File: src/rtl/recon_pkg.sv
package recon_pkg;
    localparam int SLOTS = 4;

    typedef enum logic [1:0] {
        ST_IDLE  = 2'd0,
        ST_READ  = 2'd1,
        ST_WAIT  = 2'd2,
        ST_WRITE = 2'd3
    } recon_st_t;

    // round-half-up divide by 64, add unsigned pixel, saturate to a byte
    function automatic logic [7:0] add_clamp(input logic [15:0] res, input logic [7:0] pix);
        logic signed [16:0] wide;
        logic signed [16:0] shifted;
        logic signed [11:0] sum;
        wide    = $signed({res[15], res}) + 17'sd32;
        shifted = wide >>> 6;
        sum     = $signed(shifted[11:0]) + $signed({4'b0000, pix});
        if (sum[11])
            return 8'd0;
        else if (sum[10:8] != 3'd0)
            return 8'd255;
        else
            return sum[7:0];
    endfunction
endpackage

File: src/rtl/recon_lanes.sv
module recon_lanes #(
    parameter int LANES = 8
) (
    input  logic [LANES*16-1:0] res_row,
    input  logic [LANES*8-1:0]  pred_row,
    output logic [LANES*8-1:0]  pix_row
);
    for (genvar j = 0; j < LANES; j++) begin : g_lane
        assign pix_row[j*8 +: 8] = recon_pkg::add_clamp(res_row[j*16 +: 16], pred_row[j*8 +: 8]);
    end
endmodule

File: src/rtl/recon_row_walk.sv
module recon_row_walk #(
    parameter int ROWS  = 32,
    parameter int LANES = 8,
    parameter int CW    = 8
) (
    input  logic                     clk,
    input  logic                     rst_n,
    input  logic                     adv,
    input  logic [1:0]               slot,
    output logic [$clog2(ROWS)-1:0]  row,
    output logic [CW-1:0]            col_off,
    output logic                     blk_first
);
    localparam int RW    = $clog2(ROWS);
    localparam int GPB   = ROWS / 4;
    localparam int GW    = $clog2(GPB);
    localparam int BANDS = ROWS / LANES;
    localparam int BW    = (BANDS > 1) ? $clog2(BANDS) : 1;
    localparam int HALF  = ROWS / 2;

    logic [GW-1:0] gidx;
    logic [BW-1:0] band;
    logic          ext;
    logic [RW-1:0] two_k, p_row, q_row;

    always_ff @(posedge clk) begin
        if (!rst_n) begin
            gidx <= '0;
            band <= '0;
        end else if (adv) begin
            if (gidx == GW'(GPB - 1)) begin
                gidx <= '0;
                band <= (band == BW'(BANDS - 1)) ? '0 : band + 1'b1;
            end else begin
                gidx <= gidx + 1'b1;
            end
        end
    end

    always_comb begin
        ext   = gidx[0];
        two_k = RW'(gidx >> 1) << 1;
        p_row = ext ? two_k : RW'(HALF) + two_k;
        q_row = ext ? RW'(ROWS - 1) - two_k : RW'(HALF - 1) - two_k;
        unique case (slot)
            2'd0:    row = p_row;
            2'd1:    row = p_row + 1'b1;
            2'd2:    row = q_row;
            default: row = q_row - 1'b1;
        endcase
        col_off   = CW'(band) * CW'(LANES);
        blk_first = (gidx == '0) && (band == '0);
    end
endmodule

File: src/rtl/pix_recon.sv
module pix_recon #(
    parameter int ROWS  = 32,
    parameter int LANES = 8,
    parameter int CW    = 8
) (
    input  logic                                   clk,
    input  logic                                   rst_n,
    input  logic                                   res_vld,
    input  logic [recon_pkg::SLOTS*LANES*16-1:0]   res_vec,
    input  logic [CW-1:0]                          base_col,
    output logic                                   grp_ready,
    output logic                                   rd_en,
    output logic [$clog2(ROWS)-1:0]                rd_row,
    output logic [CW-1:0]                          rd_col,
    input  logic [LANES*8-1:0]                     rd_data,
    output logic                                   wr_en,
    output logic [$clog2(ROWS)-1:0]                wr_row,
    output logic [CW-1:0]                          wr_col,
    output logic [LANES*8-1:0]                     wr_data
);
    import recon_pkg::*;

    localparam int RW   = $clog2(ROWS);
    localparam int ROWB = LANES * 16;

    recon_st_t              st, st_nxt;
    logic [1:0]             step;
    logic                   rd_pend;
    logic [1:0]             pend_slot;
    logic [LANES*8-1:0]     pred_q [SLOTS];
    logic [SLOTS*ROWB-1:0]  res_q;
    logic [CW-1:0]          base_q;
    logic                   adv, blk_first;
    logic [RW-1:0]          cur_row;
    logic [CW-1:0]          col_off;
    logic [LANES*8-1:0]     pix_row;

    // state register
    always_ff @(posedge clk) begin
        if (!rst_n) st <= ST_IDLE;
        else        st <= st_nxt;
    end

    // outputs and next state
    always_comb begin
        st_nxt    = st;
        grp_ready = 1'b0;
        rd_en     = 1'b0;
        wr_en     = 1'b0;
        unique case (st)
            ST_IDLE: begin
                grp_ready = 1'b1;
                if (res_vld) st_nxt = ST_READ;
            end
            ST_READ: begin
                rd_en = 1'b1;
                if (step == 2'(SLOTS - 1)) st_nxt = ST_WAIT;
            end
            ST_WAIT: st_nxt = ST_WRITE;
            ST_WRITE: begin
                wr_en = 1'b1;
                if (step == 2'(SLOTS - 1)) st_nxt = ST_IDLE;
            end
        endcase
    end

    always_ff @(posedge clk) begin
        if (!rst_n) begin
            step      <= '0;
            rd_pend   <= 1'b0;
            pend_slot <= '0;
            res_q     <= '0;
            base_q    <= '0;
            for (int s = 0; s < SLOTS; s++) pred_q[s] <= '0;
        end else begin
            if (st != st_nxt)          step <= '0;
            else if (rd_en || wr_en)   step <= step + 1'b1;
            rd_pend   <= rd_en;
            pend_slot <= step;
            if (rd_pend) pred_q[pend_slot] <= rd_data;
            if (grp_ready && res_vld) begin
                res_q <= res_vec;
                if (blk_first) base_q <= base_col;
            end
        end
    end

    assign adv = wr_en && (step == 2'(SLOTS - 1));

    recon_row_walk #(.ROWS(ROWS), .LANES(LANES), .CW(CW)) u_walk (
        .clk       (clk),
        .rst_n     (rst_n),
        .adv       (adv),
        .slot      (step),
        .row       (cur_row),
        .col_off   (col_off),
        .blk_first (blk_first)
    );

    recon_lanes #(.LANES(LANES)) u_lanes (
        .res_row  (res_q[step*ROWB +: ROWB]),
        .pred_row (pred_q[step]),
        .pix_row  (pix_row)
    );

    assign rd_row  = cur_row;
    assign wr_row  = cur_row;
    assign rd_col  = base_q + col_off;
    assign wr_col  = base_q + col_off;
    assign wr_data = pix_row;
endmodule

File: config.mk
export PLATFORM = sky130hd
export DESIGN_NAME = pix_recon
export DESIGN_NICKNAME = d
export VERILOG_FILES = /design/src/rtl/recon_pkg.sv /design/src/rtl/recon_lanes.sv /design/src/rtl/recon_row_walk.sv /design/src/rtl/pix_recon.sv
export SDC_FILE = /design/constraint.sdc
export NUM_CORES = 1
export LEC_CHECK = 0
export ABC_AREA = 1
export BUFFER_PORTS_ARGS = -buffer_cell sky130_fd_sc_hd__buf_2
export CAP_MARGIN = 25
export CORE_AREA = 4 4 265 267
export DETAILED_ROUTE_END_ITERATION = 8
export DIE_AREA = 0 0 269 271
export HOLD_SLACK_MARGIN = 0.06
export PLACE_DENSITY = 0.83
export SLEW_MARGIN = 10
export SYNTH_ARGS = -nofsm -noshare
export SYNTH_HDL_FRONTEND = slang
export SYNTH_SLANG_ARGS = --single-unit
File: constraint.sdc
create_clock -name clk -period 13.69 [get_ports clk]
set_input_delay 2.738 -clock clk [delete_from_list [all_inputs] [get_ports clk]]
set_output_delay 2.738 -clock clk [all_outputs]
set_load 0.05 [all_outputs]
# After elaboration in Yosys (flattened, before gate mapping)
# Memories as Yosys holds them, arrays and structs flattened. A register that Yosys moved wholly into a read port is not among the register bits.
# Index checks and enable logic that the tools add are counted.
[word_totals]
memories = 1
ff_bits = 532
ram_bits = 256
inputBits = 587
[memory_table]
columns = ["memory", "depth", "word_bits", "read_ports", "rd_clocked_by_memory_dff", "write_ports", "line", "rtl"]
rows = [
  ["pred_q", 4, 64, 1, 1, 4, "pix_recon.sv:30", "logic [LANES*8-1:0] pred_q [SLOTS];"],
]
[op_classes]
n_mux = 37
reduce_logical = 20
n_addsub = 25
bitwise_logic = 1
n_eq_ne = 9
shifts = 1
[op_table]
columns = ["cell", "count"]
rows = [
  ["$shiftx 512x10->128", 1],
  ["$add 16x7->17 const B", 8],
  ["$mux 8", 16],
  ["$add 11x9->12", 8],
  ["$mux 64", 1],
  ["$reduce_or 64->1", 1],
  ["$reduce_bool 3->1", 8],
  ["$pmux 5 s3", 1],
  ["$mux 2", 7],
  ["$eq 2x2->1 const B", 5],
  ["$mux 5", 2],
  ["$add 8x5->8", 1],
  ["$mux 1", 8],
  ["$pmux 2 s4", 1],
  ["$logic_not 2->1", 3],
  ["$add 5x1->5 const B", 1],
  ["$add 5x3->5 const A", 1],
  ["$sub 1x4->5 const A", 1],
  ["$sub 4x3->5 const A", 1],
  ["$sub 5x1->5 const B", 1],
  ["$add 2x1->2 const B", 2],
  ["$eq 2x1->1 const B", 2],
  ["$reduce_and 2->1", 2],
  ["$add 3x1->3 const B", 1],
  ["8 further kinds", 10],
]

# Logic depth before layout (Yosys ltp)
[depth]
word_depth = 6
ltp_mapped = 28
ltp_nobuf = 26

# Modules after synthesis
# A second synthesis with hierarchy kept.
[hier_totals]
hier_cells = 5100
area_unflattened_um2 = 38643.3
[by_module_without_submodules]
columns = ["mod", "instances", "area_per_inst_um2", "seq_area_each_um2", "cells_per_inst"]
rows = [
  ["pix_recon", 1, 32702.6, 18277.5, 4072],
  ["recon_lanes", 1, 5495.3, 0.0, 962],
  ["recon_row_walk", 1, 445.4, 100.1, 66],
]

# Worst setup path before layout
# No wires, ideal clock.
[synth_path]
path_type = "in2reg"
from = "input port rst_n"
to = "memory pred_q[2][0] (netlist name), enable pin"
arrival_time_ns = 7.754
path_slack_ns = 5.362
cell_stages = 4
setup_ns = 0.574
path_buffers = 2
path_cell_list = "clkbuf_1 -> nand2_1 -> clkbuf_1 -> o21ai_0"
[synth_lines]
columns = ["item", "line", "rtl"]
rows = [
  ["start: declaration", "pix_recon.sv:7", "input logic rst_n,"],
  ["end: declaration", "pix_recon.sv:30", ""],
]

# Worst setup path after layout
[layout_path]
from = "register step[0]"
to = "output port wr_data[46]"
[layout_via]
elab_chain_len = 6
[layout_rtl]
columns = ["item", "line", "rtl"]
rows = [
  ["start: declaration", "pix_recon.sv:27", "logic [1:0] step;"],
  ["start signal: assignment", "pix_recon.sv:77", "else if (rd_en || wr_en) step <= step + 1'b1;"],
  ["$shiftx 512x10->128 (*)", "pix_recon.sv:101", ".res_row (res_q[step*ROWB +: ROWB]),"],
  ["$add 16x7->17 (*)", "recon_pkg.sv:16", "wide = $signed({res[15], res}) + 17'sd32;"],
  ["$add 11x9->12 (*)", "recon_pkg.sv:18", "sum = $signed(shifted[11:0]) + $signed({4'b0000, pix});"],
  ["$reduce_bool 3->1", "recon_pkg.sv:21", "else if (sum[10:8] != 3'd0)"],
  ["$mux 8", "recon_pkg.sv:21", ""],
  ["$mux 8 (*)", "recon_pkg.sv:19", "if (sum[11])"],
  ["end: declaration", "pix_recon.sv:19", "output logic [LANES*8-1:0] wr_data"],
]
# Mark *: on every way between the ends. The rest lies on a longest branch, timed or not.

==> flow_summary_export.csv <==
group,metric,value,unit
die,rows,96,
logic_synthesis,yosysSeqAreaShare,0.463,
grt,antenna_found_initial,21,
power_and_ir_drop,p_leak,17.1,nW
sta,slew_viol_final,0,
die,io_pins,680,
logic_synthesis,synth_area,32800,um^2
logic_synthesis,synthTopCellsByArea,"edfxtp_1, dfxtp_1, nor2_1",
cts,clock-sinks,630,
final_layout,nNetsFinal,5382,
worst_hold_path,min_path_type,"flop to flop",
power_and_ir_drop,total_power,0.00519,W
setup_path,endpoint_kind,"output port",
cts,clk_latency,610,ps
logic_synthesis,synth_area_per_cell,7.52,um^2
die,die-area,72900,um^2
grt,first_global_vias,28400,
routing,vias_per_cell,5.42,
placement,routabilityCongestion,0.903,
sta,rsz0062_at_grt,"false",
grt,grt_max_degree,134,
flow_run,drv_cap,0,
sta,fin_crit_sh,0.636,
grt,grt_usage,0.277,
sta,max_slew.worst_pin.slew,1090,ps
setup_path,crit_required,10950,ps
sta,setup_slack,4980,ps
setup_path,cp_max_fo,88,
sta,hold_violations,0,
logic_synthesis,synthArstFlopShare,0,
routing,vias,30600,
logic_synthesis,synth_warnings,0,
placement,post-dp-hpwl,73000,um
setup_path,critPathLaunchType,"flop",
power_and_ir_drop,ir_drop,0.000120,V
setup_path,arrival,5970,ps
die,initial_core_util,0.482,
routing,drt_iter0_drc,3060,
sta,slew_headroom,0.275,
logic_synthesis,synth_flop_cell,"dfxtp_1",
sta,setup_viol,0,
grt,gr-total-overflow,0,
power_and_ir_drop,p_per_area,137,nW/um^2
logic_synthesis,synth.distinct_cells,46,
routing,routed_wl,106000,um
logic_synthesis,synth_top_cells_by_count,"nor2_1, nand2_1, o21ai_0, dfxtp_1, inv_1",
sta,max_freq,115,MHz
sta,period_minus_slack,8710,ps
final_layout,drive_above_1_share,0.156,
cts,cts.clk_slew.worst_paths,60,ps
cts,clockRootBuffer,"clkbuf_16",
sta,fin_tns_setup,0,ps
sta,clock_skew,23.8,ps
logic_synthesis,synth_largest_area_cell,"edfxtp_1",
routing,antenna_left,0,
die,die_w,269,um
grt,grt_pass1_wl,157000,um
placement,pre_cts_slack,5700,ps
final_layout,syn_to_final_growth,15.2,%
routing,wl_per_cell,18.7,um
cts,cts_made_buffers,70,
die,fp.dieH,271,um
outcome,outcome,"finished, final reports clean",
cts,cts_htree_levels,3,
logic_synthesis,synth.most_common_cell,"nor2_1",
routing,drc,0,
logic_synthesis,yosys_register_bits,630,
setup_path,crit_type,"flop to output port",
die,core_area,68100,um^2
placement,io_buffers,519,
routing,dr.pass1.iters,5,
logic_synthesis,synth_edf_count,256,
cts,cts_hold_buf,0,
cts,cts_tree,"done",
logic_synthesis,synthesis.nets,5039,
final_layout,n_fill_cell,6153,
cts,cts_setup_buffers,0,
cts,cts_resized,0,
logic_synthesis,netlist_instances,4362,
logic_synthesis,synth_top_area_frac,0.234,
cts,cts_buffer_depth,3,
[per-stage QoR]
stage / hold WS (ps) / utilization / std cells / instance area, um^2
floorplan: 424 / - / 4362 / 32800
global placement: 439 / 0.520 / 5513 / 35400
detailed placement: 443 / 0.520 / 5513 / 35400
CTS: 452 / 0.554 / 5638 / 37700
global route: 474 / 0.555 / 5645 / 37800
finish: 451 / 0.555 / 5650 / 37800
[final timing paths]
kind,start,to,slack [ps],cells after the start
setup / recovery,step[0],wr_data[46],4980,22
hold / removal,res_q[429],res_q[429],450,2
setup reg to reg,st[0],res_q[251],10730,6
hold reg to reg,res_q[429],res_q[429],450,2
[state kept, by name (all words and copies together) (netlist names), named ones only]
register / count
rd_pend: 1
base_q: 8
pred_q: 256
res_q: 352
pend_slot: 2
st: 2
u_walk.band: 2
step: 2
u_walk.gidx: 3
[metal layers]
| metal | wire length, um | GRT usage | part of all wire |
|---|---|---|---|
| met1 | 40900 | 0.336 | 0.39 |
| met4 | 6200 | 0.148 | 0.059 |
| met5 | 106 | 0 | 0.0010 |
| met2 | 50300 | 0.470 | 0.48 |
| met3 | 8290 | 0.0452 | 0.078 |
[worst max-delay path, stage by stage, from the launching register on]
cell	delay [ps]
dfxtp_4	770
inv_6	410
buf_4	470
nand2_1	160
nand3_1	210
nand2_1	250
ha_1	330
inv_1	70
nor2_1	180
nand2_1	110
nor3_1	180
xnor2_1	180
ha_1	310
a21oi_1	150
o21ai_0	90
a31oi_1	190
inv_1	60
nand3_1	130
nand2_1	70
nand3_1	120
nor2_4	80
a21oi_1	350
buf_2	350
[layout by cell type, fill, tap and decap left out, types with 5 or more instances in the layout]
| master | n |
|---|---|
| inv_6 | 5 |
| nor2_2 | 16 |
| nand4_1 | 19 |
| o21ai_1 | 6 |
| xor2_1 | 65 |
| ha_1 | 81 |
| clkbuf_1 | 11 |
| nor3_1 | 72 |
| xnor2_1 | 41 |
| nand2_2 | 21 |
| o211ai_1 | 31 |
| o22ai_1 | 65 |
| nor2_1 | 1058 |
| buf_2 | 518 |
| clkinv_2 | 14 |
| o21bai_1 | 7 |
| nor2_4 | 7 |
| a21oi_1 | 142 |
| nand3_1 | 234 |
| inv_2 | 8 |
| clkbuf_16 | 74 |
| nand3_2 | 7 |
| o21ai_0 | 512 |
| buf_4 | 27 |
| edfxtp_1 | 256 |
| inv_1 | 293 |
| a31oi_1 | 6 |
| nand3b_1 | 6 |
| diode_2 | 10 |
| dfxtp_1 | 370 |
| nand2_1 | 717 |
| fa_1 | 9 |
| clkbuf_8 | 12 |
[cell type report]
cell class                      count  area (um^2)  area share
Antenna cell                       10         25.0    0.000662
Sequential cell                   630        15200       0.402
Clock inverter                     26          239     0.00632
Inverter                          305         1160      0.0307
Timing Repair Buffer              548         2870      0.0758
Clock buffer                       99         2070      0.0548
Multi-Input combinational cell   3150        15200       0.401
Tap cell                          882         1100      0.0292
[power by group]
part | switching [W] | leakage [nW] | internal (W)
clock | 0.000785 | 1.15 | 0.00112
combinational | 0.000834 | 10.2 | 0.000331
sequential | 0.0000560 | 5.75 | 0.00207
total | 0.00168 | 17.1 | 0.00352
[logic make-up after synthesis]
kind of cell             after synthesis  share of synthesized area
AND/OR/NAND/NOR                     2170                      0.269
adder cells (fa/ha/maj)               90                     0.0364
AO/OA/AOI/OAI                        784                      0.127
buffers and inverters                582                     0.0768
flip-flops                           630                      0.463
XOR/XNOR                             106                     0.0283
Power figures use the tool's default switching activity.
